### config.mk
export PLATFORM = sky130hd
export DESIGN_NAME = inputCaptureUnit
export DESIGN_NICKNAME = d
export VERILOG_FILES = /design/src/rtl/capPkg.sv /design/src/rtl/capData.sv /design/src/rtl/capCtrl.sv /design/src/rtl/inputCaptureUnit.sv
export SDC_FILE = /design/constraint.sdc
export NUM_CORES = 1
export LEC_CHECK = 0
export ABC_AREA = 1
export CORE_MARGIN = 3
export CORE_UTILIZATION = 42
export CTS_CLUSTER_SIZE = 40
export DETAILED_ROUTE_END_ITERATION = 12
export SLEW_MARGIN = 20
export SYNTH_ARGS = -nofsm -noshare
export SYNTH_HDL_FRONTEND = slang
export SYNTH_SLANG_ARGS = --single-unit
### constraint.sdc
create_clock -name clk -period 3.2 [get_ports clk]
set_clock_uncertainty 0.1 [all_clocks]
set_input_delay 0.64 -clock clk [delete_from_list [all_inputs] [get_ports clk]]
set_output_delay 0.64 -clock clk [all_outputs]
set_load 0.03 [all_outputs]
### src/rtl/capPkg.sv
package capPkg;
  parameter int NUM_CH = 3;
  parameter int CNT_W  = 16;
  parameter int BUS_W  = 8;
  parameter int ADDR_W = 4;

  localparam int SEL_W     = 2 * NUM_CH;
  localparam int ADDR_SEL  = 0;
  localparam int ADDR_MASK = 1;
  localparam int ADDR_FLAG = 2;
  localparam int ADDR_CAP0 = 4;

  typedef enum logic [1:0] {
    SEL_OFF  = 2'b00,
    SEL_RISE = 2'b01,
    SEL_FALL = 2'b10,
    SEL_ANY  = 2'b11
  } edgeSel_e;

  // strobes from control to datapath
  typedef struct packed {
    logic [NUM_CH-1:0]      load;
    logic [NUM_CH-1:0][1:0] edgeSel;
  } capCmd_t;
endpackage

### src/rtl/capData.sv
module capData
  import capPkg::*;
(
  input  logic                         clk,
  input  logic                         rstN,
  input  logic [CNT_W-1:0]             timerCount,
  input  logic [NUM_CH-1:0]            capPin,
  input  capCmd_t                      cmd,
  output logic [NUM_CH-1:0]            edgeHit,
  output logic [NUM_CH-1:0][CNT_W-1:0] capVal
);
  for (genvar c = 0; c < NUM_CH; c++) begin : g_ch
    logic syncA, syncB, prevLvl;
    logic isRise, isFall;

    always_ff @(posedge clk or negedge rstN) begin
      if (!rstN) begin
        syncA   <= 1'b0;
        syncB   <= 1'b0;
        prevLvl <= 1'b0;
      end else begin
        syncA   <= capPin[c];
        syncB   <= syncA;
        prevLvl <= syncB;
      end
    end

    assign isRise = syncB & ~prevLvl;
    assign isFall = ~syncB & prevLvl;

    always_comb begin
      unique case (edgeSel_e'(cmd.edgeSel[c]))
        SEL_OFF:  edgeHit[c] = 1'b0;
        SEL_RISE: edgeHit[c] = isRise;
        SEL_FALL: edgeHit[c] = isFall;
        SEL_ANY:  edgeHit[c] = isRise | isFall;
        default:  edgeHit[c] = 1'b0;
      endcase
    end

    always_ff @(posedge clk or negedge rstN) begin
      if (!rstN)            capVal[c] <= '0;
      else if (cmd.load[c]) capVal[c] <= timerCount;
    end

    // a load strobe stores the count of that cycle
    a_r3_latch_count: assert property (@(posedge clk) disable iff (!rstN)
      cmd.load[c] |=> capVal[c] == $past(timerCount));
    // without a load strobe the captured value never moves
    a_r9_value_held: assert property (@(posedge clk) disable iff (!rstN)
      !cmd.load[c] |=> $stable(capVal[c]));
  end
endmodule

### src/rtl/capCtrl.sv
module capCtrl
  import capPkg::*;
(
  input  logic                         clk,
  input  logic                         rstN,
  input  logic [ADDR_W-1:0]            busAddr,
  input  logic                         busWrEn,
  input  logic                         busRdEn,
  input  logic [BUS_W-1:0]             busWrData,
  output logic [BUS_W-1:0]             busRdData,
  output logic [NUM_CH-1:0]            irqReq,
  input  logic [NUM_CH-1:0]            edgeHit,
  input  logic [NUM_CH-1:0][CNT_W-1:0] capVal,
  output capCmd_t                      cmd
);
  logic [NUM_CH-1:0][1:0] edgeSelReg;
  logic [NUM_CH-1:0]      maskReg, flagReg, pendReg;
  logic [NUM_CH-1:0]      hiRead, wantLoad, loadNow;
  logic [NUM_CH-1:0][BUS_W-1:0] chRdData;
  logic                   flagWr, selWr, maskWr;
  logic                   unusedWr;

  assign selWr    = busWrEn && (busAddr == ADDR_W'(ADDR_SEL));
  assign maskWr   = busWrEn && (busAddr == ADDR_W'(ADDR_MASK));
  assign flagWr   = busWrEn && (busAddr == ADDR_W'(ADDR_FLAG));
  assign unusedWr = ^busWrData;

  for (genvar c = 0; c < NUM_CH; c++) begin : g_ch
    localparam logic [ADDR_W-1:0] HI_ADDR = ADDR_W'(ADDR_CAP0 + 2 * c);
    localparam logic [ADDR_W-1:0] LO_ADDR = ADDR_W'(ADDR_CAP0 + 2 * c + 1);

    assign hiRead[c]   = busRdEn && (busAddr == HI_ADDR);
    assign wantLoad[c] = edgeHit[c] | pendReg[c];
    assign loadNow[c]  = wantLoad[c] & ~hiRead[c];

    always_comb begin
      if (busAddr == HI_ADDR)      chRdData[c] = capVal[c][CNT_W-1:BUS_W];
      else if (busAddr == LO_ADDR) chRdData[c] = capVal[c][BUS_W-1:0];
      else                         chRdData[c] = '0;
    end

    // a capture held back by a high-byte read lands next cycle
    a_r6_deferred: assert property (@(posedge clk) disable iff (!rstN)
      (edgeHit[c] && hiRead[c]) |=> (cmd.load[c] || hiRead[c]));
    // every load raises the flag
    a_r7_flag_set: assert property (@(posedge clk) disable iff (!rstN)
      cmd.load[c] |=> flagReg[c]);
    // a one in the cleared position drops the flag
    a_r8_clear_one: assert property (@(posedge clk) disable iff (!rstN)
      (flagWr && busWrData[c] && !cmd.load[c]) |=> !flagReg[c]);
    // flags not addressed by a one stay set
    a_r8_keep_zero: assert property (@(posedge clk) disable iff (!rstN)
      (flagReg[c] && !(flagWr && busWrData[c])) |=> flagReg[c]);
  end

  always_ff @(posedge clk or negedge rstN) begin
    if (!rstN) begin
      edgeSelReg <= '0;
      maskReg    <= '0;
      flagReg    <= '0;
      pendReg    <= '0;
    end else begin
      if (selWr)  edgeSelReg <= busWrData[SEL_W-1:0];
      if (maskWr) maskReg    <= busWrData[NUM_CH-1:0];
      flagReg <= (flagReg & ~(flagWr ? busWrData[NUM_CH-1:0] : '0)) | loadNow;
      pendReg <= wantLoad & hiRead;
    end
  end

  always_comb begin
    busRdData = '0;
    unique case (busAddr)
      ADDR_W'(ADDR_SEL):  busRdData = {{(BUS_W-SEL_W){1'b0}}, edgeSelReg};
      ADDR_W'(ADDR_MASK): busRdData = {{(BUS_W-NUM_CH){1'b0}}, maskReg};
      ADDR_W'(ADDR_FLAG): busRdData = {{(BUS_W-NUM_CH){1'b0}}, flagReg};
      default: begin
        for (int c = 0; c < NUM_CH; c++) busRdData = busRdData | chRdData[c];
      end
    endcase
  end

  assign irqReq      = flagReg & maskReg;
  assign cmd.load    = loadNow;
  assign cmd.edgeSel = edgeSelReg;
endmodule

### src/rtl/inputCaptureUnit.sv
module inputCaptureUnit
  import capPkg::*;
(
  input  logic              clk,
  input  logic              rstN,
  input  logic [CNT_W-1:0]  timerCount,
  input  logic [NUM_CH-1:0] capPin,
  input  logic [ADDR_W-1:0] busAddr,
  input  logic              busWrEn,
  input  logic              busRdEn,
  input  logic [BUS_W-1:0]  busWrData,
  output logic [BUS_W-1:0]  busRdData,
  output logic [NUM_CH-1:0] irqReq
);
  capCmd_t                      cmd;
  logic [NUM_CH-1:0]            edgeHit;
  logic [NUM_CH-1:0][CNT_W-1:0] capVal;

  capCtrl u_ctrl (
    .clk       (clk),
    .rstN      (rstN),
    .busAddr   (busAddr),
    .busWrEn   (busWrEn),
    .busRdEn   (busRdEn),
    .busWrData (busWrData),
    .busRdData (busRdData),
    .irqReq    (irqReq),
    .edgeHit   (edgeHit),
    .capVal    (capVal),
    .cmd       (cmd)
  );

  capData u_data (
    .clk        (clk),
    .rstN       (rstN),
    .timerCount (timerCount),
    .capPin     (capPin),
    .cmd        (cmd),
    .edgeHit    (edgeHit),
    .capVal     (capVal)
  );
endmodule

After elaboration in Yosys (flattened, before gate mapping)
Cells that the tools add are included.

cells by class
  equal/unequal tests = 17
  bitwise logic cells = 31
  multiplexer cells = 11
  reductions and logical operators = 10

operators with widths
  cell                                                             count
  8-bit two-way mux                                                6
  8-bit one-hot mux with 3 select lines                            1
  4-bit by 3-bit == test with 1-bit output, second input constant  4
  8-bit OR                                                         2
  2-bit == test, second input constant                             6
  1-bit one-hot mux with 4 select lines                            3
  1-bit bitwise AND                                                9
  3-bit bitwise AND                                                3
  1-bit NOT                                                        9
  4-bit == test, second input constant                             2
  2-bit by 1-bit == test with 1-bit output, second input constant  3
  1-bit logical AND                                                6
  2-bit zero test                                                  3
  1-bit OR                                                         6
  4-bit by 1-bit == test with 1-bit output, second input constant  1
  4-bit by 2-bit == test with 1-bit output, second input constant  1
  4-bit zero test                                                  1
  3-bit two-way mux                                                1
  3-bit NOT                                                        1
  3-bit OR                                                         1

storage, ports and cells
  output and inout port bits = 11
  bits of input ports = 35
  flip-flop bits (word level) = 72
  word-level logic and storage cells = 87

Depth between registers and ports, before layout
  depth after elaboration = 7
  gate-level depth with buffers = 10
  mapped depth without buffers = 9

Hierarchy
From an unflattened synthesis, not the netlist that was laid out.

unflattened totals
  cell total of the unflattened synthesis = 458
  area total of the unflattened synthesis = 3,568.4 um^2

modules (own cells, without submodules)
  module   sequential area each (um^2)  cells an instance  instances  area each (um^2)
  capData  1,426.4                      243                1          2,278.4
  capCtrl  375.4                        215                1          1,290.0

Worst setup path before layout
Ideal clock, no wire load.

  path kind = input -> output
  from = input port busAddr[1]
  to = output port busRdData[0]
  buffers on the path = 1
  stages = 6
  arrival time = 1.595 ns
  required time = 2.460 ns
  path slack = 0.865 ns
  cells stage by stage = nor2_4 -> clkbuf_1 -> nand3_1 -> nand2_1 -> inv_1 -> nand3_1

between the ends
  longest elaborated chain between the ends = 6
  elaborated cells between the ends (all ways) = 18
  those cells by class = eq/ne: 8; mux: 7; bitwise: 2; reduce/logical: 1

RTL lines
  what                                       RTL line                text
  start, declared                            inputCaptureUnit.sv:8   input logic [ADDR_W-1:0] busAddr,
  4-bit by 3-bit == test with 1-bit output   capCtrl.sv:38           else if (busAddr == LO_ADDR) chRdData[c] = capVal[c][BUS_W-1:0];
  8-bit two-way mux                          capCtrl.sv:38
  8-bit two-way mux                          capCtrl.sv:37           if (busAddr == HI_ADDR) chRdData[c] = capVal[c][CNT_W-1:BUS_W];
  8-bit OR (2 in series)                     capCtrl.sv:77           for (int c = 0; c < NUM_CH; c++) busRdData = busRdData | chRdData[c];
  8-bit one-hot mux with 3 select lines (*)  capCtrl.sv:72           unique case (busAddr)
  end, declared                              inputCaptureUnit.sv:12  output logic [BUS_W-1:0] busRdData,

Every way passes the cells marked *; elsewhere a longest branch is shown, timed or not.

Worst setup path in the final report
  from = input port busAddr[1]
  to = output port busRdData[6]

The elaborated chain is that of the path after synthesis.

==> results.md <==
* Run status: completed
* Tcrit/Tclk final at 92.23%
* Startpoint of the most critical hold path: u_data.g_ch[0].syncA
* WP data required at 2.46 ns
* Buffers inserted during post-CTS setup optimization at 0
* Floorplan die width at 98.39 µm
* Share of the synthesized area in compound gates (AO/OA/AOI/OAI) at 1.675%
* First drt pass iteration count at 4
* Syn. warnings at 0
* Wire length after detailed routing at 9279 µm
* Final number of setup-violating endpoints at 0
* Cell row count at 33
* Final RePlAce weighted congestion at 0.7624
* Storage element area at 1802 µm²
* Worst-case hold slack at 0.2532 ns
* Worst Reg-to-Reg Cells at 8
* Synth Area per Inst at 7.810 µm²
* Resized cells post-CTS at 0
* Area of combinational cells with multiple inputs at 1524 µm²
* Vertical die dimension at 98.39 µm
* Overall power of the completed layout at 2.979 mW
* Worst setup slack after layout at 0.2486 ns
* Minimum clock period after layout at 2.951 ns
* Area growth from synthesis to layout at 22.83%
* Fraction of synthesized cell area in xor and xnor cells at 0%
* Worst R2R Setup Slack at 1.33 ns
* Area of placed instances at 4158 µm²
* Register area share after synthesis at 50.26%
* Total core area at 8258 µm²
* H-tree level count at 3
* Achievable Freq at 338.8 MHz
* Max FO, Critical Path at 9
* Largest net degree at the start of global routing at 73
* Power per unit of standard cell area at 676.7 nW/µm²
* Number of placed instances, taps included at 605
* Max-slew headroom at 37.83%
* Leakage power of the design at 2.325 nW
* Filler Cells Inserted at 820
* End-of-flow core utilization at 53.32%
* Starting Density at 43.41%
* Critical Path Sink Type: output port
* Sink Count at 72
* Worst-Margin Slew at 0.9325 ns
* TritonCTS buffer count at 9
* Post-synthesis instance area at 3585 µm²
* Simple-gate share of the synthesized area at 38.74%
* Antenna diode count at 0
* Commonest non-fill, non-tap cell in the layout: sky130_fd_sc_hd__nand2_1
* Gr usage total at 20.27%
* Unrepaired setup endpoints after global routing: false
* Startpoint types: input pin
* Deepest clock path buffer count at 2
* Number of port buffers at 43
* Die Area at 9680 µm²
* Number of flip-flops and latches in the synthesized netlist at 72
* Starting DRC count in detailed routing at 169
* Post-synthesis share of cell area spent on full adders, half adders and majority gates at 2.094%
* Insertion delay to the later sink of the worst-skew pair at 0.35 ns
* Startpoint of the most critical setup path: busAddr[1]
* Non-filler cells, final at 621
* Pre-CTS setup slack at 0.2352 ns
* Hold buffer count at CTS at 0
* Cell count after synthesis at 459
* Half-perimeter wire length after placement at 6031 µm
* Remaining global-route overflow at 0
* Final Slew Violations at 0
* Capture endpoint of the worst hold path: u_data.g_ch[0].syncB
* Hold Vio Cnt, Final at 0
* Via count at 3,162
* Final-stage net count at 552
* Setup CP Type: in2out
* Initial antenna violation count at 0
* Routed wirelength normalized by instance count at 14.94 µm
* Most frequent cells in the layout: sky130_fd_sc_hd__nand2_1, sky130_fd_sc_hd__nand3_1, sky130_fd_sc_hd__dfrtp_1, sky130_fd_sc_hd__inv_1, sky130_fd_sc_hd__clkdlybuf4s50_1
* Min-Delay Path Class: reg2reg
* Proportion of layout cells with a drive suffix above 1 at 11.05%
* CTS tree: yes
* Clk Tree Root Cell: sky130_fd_sc_hd__clkbuf_8
* Number of top-level pins at 46
* Largest family of logic cells by synthesized area: simple AND/OR/NAND/NOR gates
* Summed negative setup slack over all endpoints at 0 ns
* Launch point of the worst reg-to-reg path: u_data.g_ch[1].syncB
* Mux cell area share after synthesis at 0%
* Post-detailed-route via-to-cell ratio at 5.092
* Number of distinct standard cells referenced by the synthesized netlist at 20
* Number of global-route vias before repair at 3,002
* Number of violations of the max-capacitance limit at 0
* Number of remaining DRC errors at 0
* Clock-pin transition on the worst setup and hold timing paths at 0.08 ns
* WHS Path Cells at 0
* Worst supply voltage drop on vdd at 0.3413 mV
* Wire length of the first global-routing pass at 15,610 µm
* Cell area after layout at 4403 µm²
* Antenna-violating nets left at 0
* Endpoint of the worst-slack reg-to-reg timing path: u_data.capVal[22]
* Synthesized Nets at 500
* Signal arrival time at the worst endpoint at 2.21 ns
[logic make-up after synthesis]
kind of cell,after synthesis
AO/OA/AOI/OAI,12
adder cells (fa/ha/maj),6
buffers and inverters,60
flip-flops,72
AND/OR/NAND/NOR,309
[cells in the mapped netlist]
library cell / count / area [µm²]
sky130_fd_sc_hd__nor2_2: 4 / 25.02
sky130_fd_sc_hd__inv_1: 40 / 150.1
sky130_fd_sc_hd__nor2_1: 18 / 67.56
sky130_fd_sc_hd__clkbuf_1: 3 / 11.26
sky130_fd_sc_hd__dfrtp_1: 72 / 1802
sky130_fd_sc_hd__inv_2: 4 / 15.01
sky130_fd_sc_hd__nor2_4: 4 / 45.04
sky130_fd_sc_hd__nand3_1: 109 / 545.5
sky130_fd_sc_hd__and3_1: 1 / 6.260
sky130_fd_sc_hd__nand3_4: 2 / 35.03
sky130_fd_sc_hd__nand2_2: 3 / 18.77
sky130_fd_sc_hd__buf_4: 2 / 15.01
sky130_fd_sc_hd__buf_6: 2 / 22.52
sky130_fd_sc_hd__o21ai_0: 3 / 15.01
sky130_fd_sc_hd__a21oi_1: 6 / 30.03
sky130_fd_sc_hd__o21ai_1: 3 / 15.01
sky130_fd_sc_hd__nand2_1: 166 / 623.1
sky130_fd_sc_hd__buf_2: 9 / 45.04
sky130_fd_sc_hd__ha_1: 6 / 75.07
sky130_fd_sc_hd__nand2_4: 2 / 22.52
[how the worst max path moves through the flow]
stage	end	slack, ns	cells past startpoint
4_1_cts	busRdData[5]	0.23	7
6_report	busRdData[6]	0.25	9
5_1_grt	busRdData[2]	0.08	7
3_3_place_gp	busRdData[5]	0.24	7
2_1_floorplan	busRdData[0]	0.87	6
3_5_place_dp	busRdData[5]	0.24	7
[area by class of cell]
| type | instances | area share, % |
|---|---|---|
| clock buffers | 11 | 3.211 |
| inverters | 44 | 3.751 |
| repair buffers | 57 | 12.16 |
| well taps | 105 | 2.984 |
| multi-input cells | 327 | 34.61 |
| flip-flops and latches | 72 | 40.92 |
| clock inverters | 5 | 2.359 |
[registers in the layout, summed over array words and instances (netlist names)]
register / count
u_ctrl.cmd: 6
u_ctrl.flagReg: 3
u_ctrl.maskReg: 3
u_ctrl.pendReg: 3
u_data.capVal: 48
u_data.g_ch.prevLvl: 3
u_data.g_ch.syncA: 3
u_data.g_ch.syncB: 3
[where the power goes]
group | leakage [nW] | switching (mW) | total, mW | internal, mW
clock | 0.124 | 0.350 | 0.890 | 0.540
combinational | 1.33 | 0.450 | 0.718 | 0.267
sequential | 0.873 | 0.171 | 1.37 | 1.20
total | 2.32 | 0.971 | 2.98 | 2.01
[worst max-delay path, cell delays in order]
cell                              delay (ns)
sky130_fd_sc_hd__clkdlybuf4s50_1        0.59
sky130_fd_sc_hd__inv_1                  0.08
sky130_fd_sc_hd__nor2_2                 0.19
sky130_fd_sc_hd__buf_4                  0.25
sky130_fd_sc_hd__nand3_1                0.10
sky130_fd_sc_hd__nand2_1                0.08
sky130_fd_sc_hd__nor2_1                 0.04
sky130_fd_sc_hd__nand3_1                0.07
sky130_fd_sc_hd__buf_4                  0.16
[routing by layer]
layer | up-vias | share of wire, % | GRT usage [%]
li1 | 1562 | - | -
met1 | 1506 | 49 | 30.28
met2 | 82 | 44 | 30.63
met3 | 12 | 5.5 | 2.643
met4 | 0 | 1.4 | 6.618
met5 | - | 0 | 0
Power figures use the tool's default switching activity.
